--- config.mk ---
export PLATFORM = sky130hd
export DESIGN_NAME = dsg_top
export DESIGN_NICKNAME = d
export VERILOG_FILES = /design/src/rtl/dsg_pkg.sv /design/src/rtl/dsg_global_edge.sv /design/src/rtl/dsg_chan_slot.sv /design/src/rtl/dsg_top.sv
export SDC_FILE = /design/constraint.sdc
export NUM_CORES = 1
export LEC_CHECK = 0
export BUFFER_PORTS_ARGS = -buffer_cell sky130_fd_sc_hd__clkbuf_2
export CORE_MARGIN = 1
export CORE_UTILIZATION = 34
export CTS_BUF_LIST = sky130_fd_sc_hd__clkbuf_8
export DETAILED_ROUTE_END_ITERATION = 10
export PLACE_DENSITY = 0.46
export SYNTH_ARGS = -nofsm -noshare
export SYNTH_HDL_FRONTEND = slang
export SYNTH_SLANG_ARGS = --single-unit
--- constraint.sdc ---
create_clock -name clk -period 2 [get_ports clk]
set_input_delay 0.1 -clock clk [delete_from_list [all_inputs] [get_ports clk]]
set_output_delay 0.1 -clock clk [all_outputs]
set_load 0.005 [all_outputs]
--- src/rtl/dsg_pkg.sv ---
package dsg_pkg;

  localparam int CTRL_W    = 32;
  localparam int START_BIT = 8;
  localparam int HALF_W    = CTRL_W / 2;

  typedef enum logic [1:0] {
    SZ_BYTE = 2'd0,
    SZ_HALF = 2'd1,
    SZ_WORD = 2'd2,
    SZ_NONE = 2'd3
  } wr_size_e;

  typedef struct packed {
    logic [CTRL_W-1:0] word;
    logic              arm;
    logic              stop;
  } wr_result_t;

  // True when the write goes through the busy/idle gating rules.
  function automatic logic is_gated(input logic [1:0] size, input logic [1:0] lane);
    case (size)
      SZ_BYTE: is_gated = (lane == 2'd1);
      SZ_HALF: is_gated = !lane[1];
      SZ_WORD: is_gated = 1'b1;
      default: is_gated = 1'b0;
    endcase
  endfunction

  // Start value carried by a gated write.
  function automatic logic new_start(input logic [1:0] size, input logic [CTRL_W-1:0] data);
    new_start = (size == SZ_BYTE) ? data[0] : data[START_BIT];
  endfunction

  function automatic wr_result_t apply_write(
    input logic [CTRL_W-1:0] cur,
    input logic [1:0]        size,
    input logic [1:0]        lane,
    input logic [CTRL_W-1:0] data,
    input logic              suspended
  );
    wr_result_t        r;
    logic              busy;
    logic              ns;
    logic [HALF_W-1:0] low_new;
    r       = '{word: cur, arm: 1'b0, stop: 1'b0};
    busy    = cur[START_BIT];
    ns      = new_start(size, data);
    low_new = cur[HALF_W-1:0];
    if (size == SZ_BYTE) low_new[START_BIT] = data[0];
    else                 low_new = data[HALF_W-1:0];

    if (!is_gated(size, lane)) begin
      if (size == SZ_BYTE)      r.word[{lane, 3'b000} +: 8] = data[7:0];
      else if (size == SZ_HALF) r.word[CTRL_W-1:HALF_W]     = data[HALF_W-1:0];
    end else if (busy) begin
      if (suspended) begin
        r.word[HALF_W-1:0] = low_new;
        r.stop             = !ns;
      end else if (!ns) begin
        r.word[START_BIT] = 1'b0;
        r.stop            = 1'b1;
      end
    end else begin
      if (size == SZ_WORD) r.word = data;
      else                 r.word[HALF_W-1:0] = low_new;
      r.arm = ns;
    end
    return r;
  endfunction

endpackage

--- src/rtl/dsg_global_edge.sv ---
module dsg_global_edge (
  input  logic clk,
  input  logic rst_n,
  input  logic dma_enable,
  input  logic dma_suspend,
  output logic go,
  output logic replay_trig
);

  logic en_q;
  logic sus_q;
  logic en_rise;
  logic sus_fall;

  always_ff @(posedge clk or negedge rst_n) begin
    if (!rst_n) begin
      en_q  <= 1'b0;
      sus_q <= 1'b0;
    end else begin
      en_q  <= dma_enable;
      sus_q <= dma_suspend;
    end
  end

  assign en_rise     = dma_enable & ~en_q;
  assign sus_fall    = ~dma_suspend & sus_q;
  assign go          = dma_enable & ~dma_suspend;
  assign replay_trig = en_rise | sus_fall;

  // a replay trigger can only follow a change of a global level
  assert_trig_from_change_R8: assert property (@(posedge clk) disable iff (!rst_n)
    replay_trig |-> (dma_enable != en_q) || (dma_suspend != sus_q));

endmodule

--- src/rtl/dsg_chan_slot.sv ---
module dsg_chan_slot
  import dsg_pkg::*;
(
  input  logic              clk,
  input  logic              rst_n,
  input  logic              wr_hit,
  input  logic [1:0]        wr_size,
  input  logic [1:0]        wr_lane,
  input  logic [CTRL_W-1:0] wr_data,
  input  logic              suspended,
  input  logic              go,
  input  logic              replay_trig,
  output logic [CTRL_W-1:0] ctrl_o,
  output logic              launch_o,
  output logic              irq_clr_o,
  output logic              pend_o
);

  logic [CTRL_W-1:0] ctrl_q;
  logic              launch_q;
  logic              irq_q;
  logic              pend_q;
  wr_result_t        res;
  logic              gated_wr;
  logic              busy_gated_wr;
  logic              ignored_wr;

  assign res           = apply_write(ctrl_q, wr_size, wr_lane, wr_data, suspended);
  assign gated_wr      = wr_hit && is_gated(wr_size, wr_lane);
  assign busy_gated_wr = gated_wr && ctrl_q[START_BIT];
  assign ignored_wr    = busy_gated_wr && !suspended && new_start(wr_size, wr_data);

  always_ff @(posedge clk or negedge rst_n) begin
    if (!rst_n) begin
      ctrl_q   <= '0;
      launch_q <= 1'b0;
      irq_q    <= 1'b0;
      pend_q   <= 1'b0;
    end else begin
      launch_q <= 1'b0;
      irq_q    <= 1'b0;
      if (wr_hit) begin
        ctrl_q <= res.word;
        irq_q  <= res.stop;
        if (res.stop) begin
          pend_q <= 1'b0;
        end else if (res.arm) begin
          launch_q <= go;
          pend_q   <= ~go;
        end
      end else if (replay_trig && pend_q && go) begin
        launch_q <= 1'b1;
        pend_q   <= 1'b0;
      end
    end
  end

  assign ctrl_o    = ctrl_q;
  assign launch_o  = launch_q;
  assign irq_clr_o = irq_q;
  assign pend_o    = pend_q;

  // a launch only follows a cycle in which the controller was allowed to run
  assert_launch_gated_R2: assert property (@(posedge clk) disable iff (!rst_n)
    launch_q |-> $past(go));

  // a parked request always belongs to a channel with its start flag set
  assert_pend_has_start_R3: assert property (@(posedge clk) disable iff (!rst_n)
    pend_q |-> ctrl_q[START_BIT]);

  // an ignored write to a running busy channel leaves the word untouched
  assert_busy_ignore_R4: assert property (@(posedge clk) disable iff (!rst_n)
    ignored_wr |=> $stable(ctrl_q));

  // a stop pulse leaves the channel idle and not pending
  assert_stop_clears_R4: assert property (@(posedge clk) disable iff (!rst_n)
    irq_q |-> (!pend_q && !ctrl_q[START_BIT]));

  // gated writes to a busy channel never alter the tag half
  assert_tag_kept_R5: assert property (@(posedge clk) disable iff (!rst_n)
    busy_gated_wr |=> $stable(ctrl_q[CTRL_W-1:HALF_W]));

  // a launch not caused by a write must come from a replay trigger
  assert_replay_source_R8: assert property (@(posedge clk) disable iff (!rst_n)
    (launch_q && !$past(wr_hit)) |-> $past(replay_trig));

  // a launched channel is no longer pending
  assert_launch_clears_pend_R8: assert property (@(posedge clk) disable iff (!rst_n)
    launch_q |-> !pend_q);

endmodule

--- src/rtl/dsg_top.sv ---
module dsg_top
  import dsg_pkg::*;
#(
  parameter int NCH = 10,
  localparam int CW = (NCH > 1) ? $clog2(NCH + 1) : 1
) (
  input  logic              clk,
  input  logic              rst_n,
  input  logic              wr_en,
  input  logic [CW-1:0]     wr_chan,
  input  logic [1:0]        wr_size,
  input  logic [1:0]        wr_lane,
  input  logic [CTRL_W-1:0] wr_data,
  input  logic              dma_enable,
  input  logic              dma_suspend,
  input  logic [CW-1:0]     rd_chan,
  output logic [CTRL_W-1:0] rd_data,
  output logic [NCH-1:0]    launch,
  output logic [NCH-1:0]    irq_clear,
  output logic [NCH-1:0]    pending
);

  logic              go;
  logic              replay_trig;
  logic [CTRL_W-1:0] ctrl [NCH];
  logic [NCH-1:0]    wr_hit;

  dsg_global_edge u_edge (
    .clk         (clk),
    .rst_n       (rst_n),
    .dma_enable  (dma_enable),
    .dma_suspend (dma_suspend),
    .go          (go),
    .replay_trig (replay_trig)
  );

  for (genvar i = 0; i < NCH; i++) begin : g_chan
    assign wr_hit[i] = wr_en && (wr_chan == CW'(i));

    dsg_chan_slot u_slot (
      .clk         (clk),
      .rst_n       (rst_n),
      .wr_hit      (wr_hit[i]),
      .wr_size     (wr_size),
      .wr_lane     (wr_lane),
      .wr_data     (wr_data),
      .suspended   (dma_suspend),
      .go          (go),
      .replay_trig (replay_trig),
      .ctrl_o      (ctrl[i]),
      .launch_o    (launch[i]),
      .irq_clr_o   (irq_clear[i]),
      .pend_o      (pending[i])
    );
  end

  always_comb begin
    rd_data = '0;
    for (int i = 0; i < NCH; i++) begin
      if (rd_chan == CW'(i)) rd_data = ctrl[i];
    end
  end

  // outputs come up clear on the first cycle after reset is released
  assert_reset_clear_R1: assert property (@(posedge clk)
    $rose(rst_n) |-> (launch == '0 && pending == '0 && irq_clear == '0));

  // at most the written channel can see a stop pulse in one cycle
  assert_single_stop_R9: assert property (@(posedge clk) disable iff (!rst_n)
    $countones(irq_clear) <= 1);

endmodule

# Word-level counts from Yosys, hierarchy flattened

Index checks and enable logic that the tools add are counted.
W data, S select, Z words.

Logic and storage cells: 459
Memory bits (writable): 0
Bits in latches: 0
Memory bits (read-only): 0
Bits in registers: 352
Output and inout bits: 62
Bits of input ports: 49
Memories kept: 0

Bitwise gates (word level): 7
Eq/ne operators: 52
Reductions and logical operators: 87
Multiply operators: 0
Order comparisons: 0
$add $sub $neg: 1
Shifts and indexed selects: 2
Divide/modulo/power cells: 0
Mux-type cells: 248

Operators by type and width:

| kind                     | number |
|---|---|
| $mux W16                 | 52 |
| $mux W32                 | 20 |
| $bwmux W32               | 10 |
| $mux W8                  | 20 |
| $mux W7                  | 20 |
| $mux W1                  | 115 |
| $ne A3 B3 Y1 const B     | 20 |
| $reduce_and A2 Y1        | 20 |
| $reduce_and A4 Y1        | 10 |
| $eq A4 B3 Y1 const B     | 8 |
| $shift A8 B7 Y32 const A | 1 |
| $shiftx A8 B7 Y32        | 1 |
| $logic_and A1 B1 Y1      | 30 |
| $reduce_and A3 Y1        | 10 |
| $reduce_bool A2 Y1       | 11 |
| $mux W2                  | 10 |
| $ne A2 B2 Y1 const B     | 10 |
| $eq A4 B2 Y1 const B     | 4 |
| $eq A4 B4 Y1 const B     | 4 |
| $eq A4 B1 Y1 const B     | 2 |
| $logic_not A4 Y1         | 2 |
| $neg A5 Y7               | 1 |
| $eq A2 B1 Y1 const B     | 2 |
| $and A1 B1 Y1            | 3 |
| other kinds (8)          | 11 |

# Longest topological paths before layout

Gate-level depths: netlist (run 1).

Depth in word-level cells: 11
Depth in mapped cells: 9
Depth with buffers taken out: 6

# Modules after synthesis

From an unflattened synthesis (run 1), not the netlist that was laid out.

Cell total of the unflattened synthesis: 2474
Area total of the unflattened synthesis: 25289.3 um2

Modules (own cells, without submodules):

| module                               | times used | cells an instance | area each (um2) | seq. area each (um2) |
|---|---|---|---|---|
| dsg_chan_slot (g_chan[0].u_slot ...) | 7          | 200               | 2240.9          | 875.8 |
| dsg_top                              | 1          | 487               | 3333.2          | 0.0 |
| dsg_chan_slot (g_chan[9].u_slot)     | 1          | 197               | 2124.5          | 875.8 |
| dsg_chan_slot (g_chan[7].u_slot)     | 1          | 188               | 2048.2          | 875.8 |
| dsg_chan_slot (g_chan[8].u_slot)     | 1          | 196               | 2023.2          | 875.8 |
| dsg_global_edge                      | 1          | 6                 | 73.8            | 50.0 |

# Least setup slack after synthesis (run 1)

OpenSTA, ideal clock, no wires.

Path kind: input-to-reg
From: input wr_lane[1]
To: register g_chan[0].u_slot.ctrl_q[17]
Setup time: 125 ps
Required time: 1875 ps
Stages: 9
Setup slack: 52 ps
Path buffers: 3
Arrival: 1823 ps
Path through: inv_1 -> ha_1 -> buf_2 -> nor3_2 -> nor2_1 -> buf_2 -> buf_2 -> a22o_1 -> mux2_2

Longest elaborated chain between the ends: 5
Elaborated cells on any way between the ends: 13
Those cells by class: add/sub (1); eq/ne (3); shift (2); mux (4); reduce/logical (3)

Ends and longest elaborated chain:

| item                                                  | RTL line            | RTL |
|---|---|---|
| start: declaration                                    | dsg_top.sv:12       | `input logic [1:0] wr_lane,` |
| $neg A5 Y7                                            | dsg_pkg.sv:54       | `if (size == SZ_BYTE) r.word[{lane, 3'b000} +: 8] = data[7:0];` |
| $shiftx A8 B7 Y32 or $shift A8 B7 Y32 (tied branches) | dsg_pkg.sv:54       |  |
| $bwmux W32                                            | dsg_pkg.sv:54       |  |
| $mux W16                                              | dsg_pkg.sv:54       |  |
| $mux W32                                              | dsg_pkg.sv:53       | `if (!is_gated(size, lane)) begin` |
| end signal: assignment                                | dsg_chan_slot.sv:43 | `ctrl_q <= res.word;` |
| end: declaration                                      | dsg_chan_slot.sv:19 | `logic [CTRL_W-1:0] ctrl_q;` |

Several ways; a longest one is shown, not always the timed one.
A chain may end at the register's enable or synchronous reset.

# Worst setup path after layout (run 1)

From: register g_chan[7].u_slot.ctrl_q[16]
To: output rd_data[16]

Longest elaborated chain between the ends: 3

Ends and longest elaborated chain:

| item                     | RTL line            | RTL |
|---|---|---|
| start: declaration       | dsg_chan_slot.sv:19 |  |
| start signal: assignment | dsg_chan_slot.sv:43 |  |
| $mux W32 (3 in a row)    | dsg_top.sv:60       | `if (rd_chan == CW'(i)) rd_data = ctrl[i];` |
| end: declaration         | dsg_top.sv:17       | `output logic [CTRL_W-1:0] rd_data,` |

Every way passes these cells.

==> results.md, run 1 <==
- Status: finished, violations left
- Failing checks: negative setup slack
- R2r setup slk: between 200 and 300 ps
- Crit-path max FO: 2
- Die ar.: approximately 54000 sq um
- Period utilisation layout: 111%
- Total number of clock tree sinks: between 300 and 400
- Largest net degree at the start of global routing: 59
- H-tree depth: 3
- Syn avg cell area: 11.9 sq um
- Max-cap viol count: 0
- Area grow syn2layout: 31.3%
- TritonRoute pass-1 iters: 6
- Post-Layout Cell Count: ~2600
- CTS root buf: clkbuf_8
- Final setup skew: 23.5 ps
- Antenna violations before repair: 3
- FF+latch count, synth: around 350
- Critical Path AT: ~2100 ps
- Grt ovf: 0
- Hold WS: between 50 and 60 ps
- Tightest Pin Transition: roughly 640 ps
- Fraction of final layout cells sized beyond drive strength 1: between 40% and 50%
- Fin nets: roughly 1900
- Mapped Area: 18000 sq um
- Vias in the first global route: around 15000
- Routed vias/inst: approximately 5.8
- Antenna Nets Post-Route: 0
- Leakage: 0.0107 uW
- Worst hold path type: primary input to flop
- Slew Viols, Final: 0
- Rows: a little over 80
- Routed WL: ~67000 microns
- Post-DP Area: roughly 21000 sq um
- Via Count: about 15000
- First-pass GRT wire length: between 90000 and 100000 microns
- Initial drt markers: 872
- WL/cell: between 20 and 30 microns
- RR Startpoint: g_chan[0].u_slot.ctrl_o[8]
- Synth warn: 0
- Clock buffer depth: 3
- Power Density: roughly 860 nW/um^2
- Slew Limit Headroom: between 50% and 60%
- Number of synthesized flops with an enable pin: 0
- RSZ-0062 raised after global routing: yes
- Synth Instances: between 1500 and 2000
- Fin crit period: about 2200 ps
- Fillers: 4853
- Crit start category: flop
- Maximum VDD drop: a little over 600 uV
- Sequential-to-total area share from yosys stat: 49.0%
- Post-route setup slack: -213 ps
- Crit. End Element: output pin
- IO Count: roughly 110
- Worst setup path class: flop to output pin
- Reg2Reg Depth: 4
- Worst hold endpoint: g_chan[8].u_slot.ctrl_o[22]
- Hold_sp: wr_data[22]
- CTS tree: yes
- Setup-failing EPs final: 8
- Detailed Place HPWL: between 40000 and 50000 microns
- FFs w/ async S/R, synth: 100%
- Final Hold Vio Count: 0
- Die height: between 200 and 250 microns
- Min-Delay Path Depth: 4
- TritonCTS Buffers: between 60 and 70
- Post-synth top flop: dfrtp_1
- Placed Cells incl. Taps: 2402
- IO buf count: 110
- Clock Latency Late Sink: 640 ps
- Clock-pin slew on the worst setup and hold paths: 60 ps
- Max Fclk: 452 MHz
- Initial core utilization: around a third
- Placement Setup Slack: -420 ps
- Commonest non-fill, non-tap cells in the layout: 349 x dfrtp_1, 211 x buf_4, 186 x mux2_2
- DRC: 0
- Net Count, Synth: 1562
- GPL Wtd Cong: 0.891
- GRT Resource Usage Total: approximately 25%
- Worst Path Required: 1900 ps
- Commonest non-fill, non-tap cell in the layout: dfrtp_1
- Finished Cell Area: about 24000 sq um
- Synth cell types: 79
- Reg2reg end: g_chan[0].u_slot.ctrl_o[15]
- Core Area: between 50000 and 60000 sq um
- Die X: 232 microns
-- registers in the layout, indices dropped and copies added, names as in the netlist --
register                 count
g_chan.u_slot.ctrl_o       320
g_chan.u_slot.irq_clr_o     10
g_chan.u_slot.launch_o      10
g_chan.u_slot.pend_o        10
u_edge.en_q                  1
u_edge.sus_q                 1
-- synthesized netlist by cell type, types with 30 or more instances --
master / n / area (sq um)
nand2_1: 35 / 131
buf_4: 32 / 240
clkbuf_1: 55 / 206
o22ai_1: 32 / 200
dfrtp_1: 352 / 8810
a21oi_1: 43 / 215
nor2_1: 31 / 116
and3_1: 31 / 194
nand3_1: 41 / 205
o2bb2ai_1: 100 / 876
a22o_1: 99 / 867
buf_2: 48 / 240
mux2_2: 193 / 2170
a211oi_1: 32 / 240
mux2i_1: 43 / 430
o21ai_0: 30 / 150
-- cell families after synthesis --
group | Yosys count | synth area share, %
and+or+nand+nor | 261 | 8.51
adders and majority gates | 4 | 0.279
buffers and inverters | 158 | 4.41
muxes | 239 | 14.9
DFF | 352 | 49.0
AOI/OAI and AO/OA | 495 | 22.9
-- where the power goes --
part / switching, uW / leakage, uW / internal, uW / total, uW
combinational: 1910 / 0.00530 / 2050 / 3960
clock: 3210 / 0.000765 / 4330 / 7540
sequential: 635 / 0.00466 / 8250 / 8890
total: 5750 / 0.0107 / 14600 / 20400
-- per-layer routing --
metal	global-route usage (%)	part of all wire, %	vias to the layer above
li1	-	-	6478
met5	0	0.015	-
met1	34.5	45	7624
met3	5.24	6.1	139
met2	39.3	46	494
met4	7.94	3.1	2
-- timing repair --
| action | CTS | global route |
|---|---|---|
| hold buffers | 17 | 0 |
| buffers inserted | 8 | 18 |
| endpoints found under the setup margin | 22 | 31 |
| pin swaps | 29 | 35 |
| gates resized for setup | 64 | 60 |
| endpoints found under the hold margin | 414 | 0 |
-- critical path, stage by stage, from the launching register on --
cell and delay [ps]:
dfrtp_1 380, mux2_2 260, a22o_1 200, a222oi_1 210, o311ai_1 240, clkbuf_2 170
-- through the flow --
| step | total power (uW) | TNS, ps | utilization [%] |
|---|---|---|---|
| floorplan | 11000 | 0 | - |
| global placement | 12600 | -60350 | 41.2 |
| detailed placement | 12600 | -63510 | 41.2 |
| CTS | 20400 | -1280 | 44.8 |
| global route | 21300 | -1660 | 45.6 |
| finish | 20400 | -711 | 45.6 |
-- cell type report --
class                      instances  area (sq um)  area share (%)
clock inverter                    23           184           0.780
tap                              680           851            3.61
clock buffer                      89          1220            5.19
timing repair buffer             400          3550            15.1
antenna                            2          5.00          0.0212
inverter                          10          37.5           0.159
multi-input combinational        999          8910            37.8
sequential                       352          8810            37.4
-- worst max-delay path by stage --
| stage | from | to | cells past startpoint |
|---|---|---|---|
| final | g_chan[7].u_slot.ctrl_o[16] | rd_data[16] | 5 |
| after global routing | g_chan[5].u_slot.ctrl_o[16] | rd_data[16] | 5 |
| after CTS | g_chan[7].u_slot.ctrl_o[16] | rd_data[16] | 5 |
| after detailed placement | wr_lane[1] | g_chan[2].u_slot.ctrl_o[27] | 11 |
| after global placement | wr_lane[1] | g_chan[6].u_slot.ctrl_o[29] | 11 |
| after floorplan | wr_lane[1] | g_chan[0].u_slot.ctrl_o[17] | 9 |
Note: power is estimated with default switching activity, not from simulation.
==> run 2, diff against run 1 <==
- SKIP_LAST_GASP: unset -> 1
==> run 2 against run 1 <==
  * The run still ends with negative setup slack left
  * Combinational power hardly changed
  * Cell count about the same
  * Die area unchanged
  * Clock skew fell by 1.1 ps
  * Sequential share of layout area is essentially flat
  * Final area is 0.10% lower
  * Clock power barely moved
==> results.md, run 2 (synthesized netlist as in run 1, its figures left out) <==
- Finished Cell Area: roughly 24000 sq um
- Worst hold path type: primary input to flop
- Post-DP Area: ~21000 sq um
- Slew Viols, Final: 0
- Failing checks: negative setup slack
- Via Count: 14676
- Leakage: roughly 0.011 uW
- Die ar.: 53800 sq um
- WL/cell: roughly 26 microns
- Slew Limit Headroom: a little under three fifths
- Clock Latency Late Sink: 640 ps
- Largest net degree at the start of global routing: about 60
- Period utilisation layout: 110%
- Max Fclk: between 400 and 500 MHz
- Crit start category: flop
- Area grow syn2layout: 31.1%
- CTS root buf: clkbuf_8
- Max-cap viol count: 0
- IO buf count: 110
- Crit-path max FO: 2
- Die X: ~230 microns
- Final setup skew: between 20 and 25 ps
- Maximum VDD drop: between 600 and 700 uV
- Worst setup path class: flop to output pin
- Rows: 83
- TritonRoute pass-1 iters: 7
- Vias in the first global route: approximately 15000
- Worst Path Required: ~1900 ps
- Clock-pin slew on the worst setup and hold paths: approximately 60 ps
- GRT Resource Usage Total: 25.1%
- Post-route setup slack: -208 ps
- Critical Path AT: around 2100 ps
- Antenna Nets Post-Route: 0
- Crit. End Element: output pin
- Fraction of final layout cells sized beyond drive strength 1: 44.2%
- Initial drt markers: approximately 890
- Grt ovf: 0
- Final Hold Vio Count: 0
- Hold WS: approximately 52 ps
- Initial core utilization: approximately a third
- DRC: 0
- Status: finished, violations left
- Routed WL: 66800 microns
- Fin crit period: roughly 2200 ps
- CTS tree: yes
- Routed vias/inst: around 5.7
- Antenna violations before repair: 3
- Fin nets: 1883
- Commonest non-fill, non-tap cells in the layout: 349 x dfrtp_1, 212 x buf_4, 187 x mux2_2
- Setup-failing EPs final: 8
- TritonCTS Buffers: between 60 and 70
- Post-Layout Cell Count: between 2000 and 3000
- First-pass GRT wire length: between 90000 and 100000 microns
- Clock buffer depth: 3
- Total number of clock tree sinks: 352
- Die height: roughly 230 microns
- Commonest non-fill, non-tap cell in the layout: dfrtp_1
- Fillers: 4857
- H-tree depth: 3
- IO Count: between 100 and 150
- Placement Setup Slack: -420 ps
- RSZ-0062 raised after global routing: yes
- Core Area: 51700 sq um
- Detailed Place HPWL: 46300 microns
- GPL Wtd Cong: 0.891
- Tightest Pin Transition: around 640 ps
- Power Density: 865 nW/um^2
- Placed Cells incl. Taps: between 2000 and 2500
- Max reg flops: 320
[run 2: layer usage]
layer  global-route usage, %  share of wire (%)  up-vias
li1                        -                  -     6477
met1                    34.4                 45     7547
met2                    39.3                 46      521
met3                    5.23                6.1      129
met4                    7.94                2.9        2
met5                       0              0.015        -
[run 2: critical path: stages, from the launching register on]
cell      delay (ps)
dfrtp_1          380
mux2_2           260
a22o_1           200
a222oi_1         210
o311ai_1         240
clkbuf_2         170
[run 2: what timing repair did]
| action | in CTS | in global routing |
|---|---|---|
| setup buffers | 8 | 18 |
| hold buffers | 17 | 0 |
| pin swaps | 29 | 35 |
| resized for setup | 62 | 58 |
| hold endpoints to repair | 414 | 0 |
| endpoints found under the setup margin | 22 | 31 |
[run 2: area by class of cell]
cell class / instances / area (sq um) / share of cell area [%]
Tap cell: 680 / 851 / 3.61
Sequential cell: 352 / 8810 / 37.4
Multi-Input combinational cell: 999 / 8900 / 37.8
Inverter: 10 / 37.5 / 0.159
Clock inverter: 23 / 184 / 0.781
Clock buffer: 89 / 1220 / 5.20
Timing Repair Buffer: 400 / 3550 / 15.1
Antenna cell: 1 / 2.50 / 0.0106
[run 2: path summary, 6_finish.rpt]
check                                            start                     endpoint  slack (ps)  depth (start not counted)
min                                        wr_data[22]  g_chan[8].u_slot.ctrl_o[22]          50                          4
min in group asynchronous                        rst_n   g_chan[4].u_slot.ctrl_o[1]         150                          3
max reg2reg                 g_chan[0].u_slot.ctrl_o[8]  g_chan[0].u_slot.ctrl_o[15]         310                          4
max                        g_chan[7].u_slot.ctrl_o[16]                  rd_data[16]        -210                          5
max in group asynchronous                        rst_n  g_chan[8].u_slot.ctrl_o[14]        1360                          4
min reg2reg                 g_chan[5].u_slot.ctrl_o[3]   g_chan[5].u_slot.ctrl_o[3]         480                          1
[run 2: metrics by stage]
| stage | utilization [%] | TNS (ps) | power, uW |
|---|---|---|---|
| final | 45.6 | -724 | 20400 |
| after floorplan | - | 0 | 11000 |
| after CTS | 44.8 | -1300 | 20400 |
| after detailed placement | 41.2 | -63510 | 12600 |
| after global routing | 45.6 | -1680 | 21300 |
| after global placement | 41.2 | -60350 | 12600 |
[run 2: report_power, final]
group | total (uW) | leakage [uW] | internal (uW) | switching, uW
Sequential | 8890 | 0.00466 | 8250 | 634
Combinational | 3950 | 0.00530 | 2050 | 1900
Clock | 7540 | 0.000765 | 4330 | 3200
==> run 3, diff against run 2 <==
- CORE_MARGIN: 1 -> 1.5
- HOLD_SLACK_MARGIN: unset -> 0.08
==> run 3 against run 2 <==
  * The flow still finishes with violations (negative setup slack)
  * Clock power decreased by 8.0%
  * Largest power group unchanged
  * Register-to-register slack got worse by 180 ps
  * Die area increased by 0.86%
  * Largest cell class unchanged
  * Non-clock buffer count increased by 4
==> results.md, run 3 (synthesized netlist as in run 1, its figures left out) <==
- Commonest non-fill, non-tap cells in the layout: 350 x dfrtp_1, 203 x buf_4, 183 x mux2_2
- Placement Setup Slack: -228 ps
- Slew Viols, Final: 0
- Crit. End Element: output pin
- Crit start category: flop
- Hold_sp: wr_data[18]
- Max-cap viol count: 0
- Die ar.: 54200 sq um
- Worst hold path type: primary input to flop
- Fin crit period: between 2000 and 2500 ps
- Tightest Pin Transition: between 900 and 1000 ps
- Grt ovf: 0
- Maximum VDD drop: about 790 uV
- Slew Limit Headroom: 34.7%
- Leakage: between 0.01 and 0.015 uW
- Fraction of final layout cells sized beyond drive strength 1: between 40% and 50%
- Period utilisation layout: 115%
- Clock-pin slew on the worst setup and hold paths: ~60 ps
- IO buf count: 110
- Initial core utilization: about a third
- Commonest non-fill, non-tap cell in the layout: dfrtp_1
- CTS root buf: clkbuf_8
- GPL Wtd Cong: roughly 0.86
- Worst hold endpoint: g_chan[7].u_slot.ctrl_o[18]
- Placed Cells incl. Taps: approximately 2400
- Fillers: between 4000 and 5000
- Final Hold Vio Count: 0
- Post-Layout Cell Count: between 2000 and 3000
- First-pass GRT wire length: between 90000 and 100000 microns
- Crit-path max FO: 2
- Core Area: roughly 52000 sq um
- Rows: 84
- Post-route setup slack: -302 ps
- Die X: roughly 230 microns
- Critical Path AT: about 2200 ps
- Final setup skew: 39.8 ps
- Largest net degree at the start of global routing: 61
- Power Density: about 840 nW/um^2
- Reg2Reg Depth: 7
- Detailed Place HPWL: 46700 microns
- RSZ-0062 raised after global routing: yes
- WL/cell: around 26 microns
- Clock Latency Late Sink: about 660 ps
- H-tree depth: 3
- Status: finished, violations left
- Total number of clock tree sinks: around 350
- TritonRoute pass-1 iters: 5
- Initial drt markers: just under 900
- Max Fclk: 434 MHz
- IO Count: about 110
- Post-layout util: 45.2%
- Area grow syn2layout: 31.8%
- DRC: 0
- TritonCTS Buffers: 67
- Worst setup path class: flop to output pin
- Fin nets: between 1500 and 2000
- Vias in the first global route: 15010
- Failing checks: negative setup slack
- Antenna violations before repair: 1
- Worst Path Required: ~1900 ps
- Routed vias/inst: 5.73
- CTS tree: yes
- RR Startpoint: g_chan[0].u_slot.ctrl_o[8]
- Max reg flops: 320
- GRT Resource Usage Total: about a quarter
- Min-Delay Path Depth: 3
- Clock buffer depth: 3
- R2r setup slk: 130 ps
- Antenna Nets Post-Route: 0
- Die height: 233 microns
- Setup-failing EPs final: 7
- Via Count: between 10000 and 15000
- Reg2reg end: g_chan[0].u_slot.ctrl_o[15]
- Routed WL: approximately 67000 microns
## run 3: worst max-delay path, stage by stage, from the launching register on
cell and delay, ps:
dfrtp_1 370, mux2_2 270, a22o_1 190, a222oi_1 300, o311ai_2 260, clkbuf_2 170
## run 3: through the flow
step | TNS [ps] | hold slack [ps] | area, sq um | power [uW]
2_1_floorplan | 0 | -196 | 18000 | 11000
3_3_place_gp | -36500 | 69.3 | 21200 | 12500
3_5_place_dp | -35070 | 66.6 | 21200 | 12600
4_1_cts | -1470 | 85.4 | 23300 | 19900
5_1_grt | -2300 | 98.2 | 23700 | 20800
6_report | -874 | 121 | 23700 | 19800
## run 3: report_power, final
part	switching [uW]	total, uW	internal [uW]
clock network	3180	6940	3760
logic	1950	3990	2040
registers	625	8880	8250
## run 3: area by class of cell
cell class / count / area [sq um] / area share (%)
clock inverter: 32 / 144 / 0.608
timing repair buffer: 404 / 3610 / 15.3
inverter: 10 / 37.5 / 0.159
clock buffer: 84 / 1160 / 4.88
tap: 688 / 861 / 3.64
sequential: 352 / 8810 / 37.2
multi-input combinational: 999 / 9050 / 38.2
antenna: 1 / 2.50 / 0.0106
## run 3: routing by layer
metal	routed length, microns	track usage, %	part of all wire (%)
met1	29500	33.6	44
met2	30800	38.7	46
met3	3920	5.22	5.9
met4	2240	9.42	3.4
met5	9	0	0.014
## run 3: worst max-delay path by stage
stage          cells past startpoint                           to  slack [ps]                   startpoint
6_report                           5                  rd_data[16]        -300  g_chan[7].u_slot.ctrl_o[16]
5_1_grt                            5                  rd_data[16]        -420  g_chan[7].u_slot.ctrl_o[16]
4_1_cts                            5                  rd_data[16]        -350  g_chan[5].u_slot.ctrl_o[16]
3_5_place_dp                       9  g_chan[8].u_slot.ctrl_o[17]        -230                   wr_lane[1]
3_3_place_gp                       9  g_chan[5].u_slot.ctrl_o[18]        -230                   wr_lane[1]
2_1_floorplan                      9  g_chan[0].u_slot.ctrl_o[17]          50                   wr_lane[1]
## run 3: repair_timing
item,CTS,global route
hold endpoints to repair,544,0
hold buffers,30,0
setup buffers,10,15
endpoints found under the setup margin,29,33
pin swaps,29,42
resized for setup,81,71
gates cloned,0,0
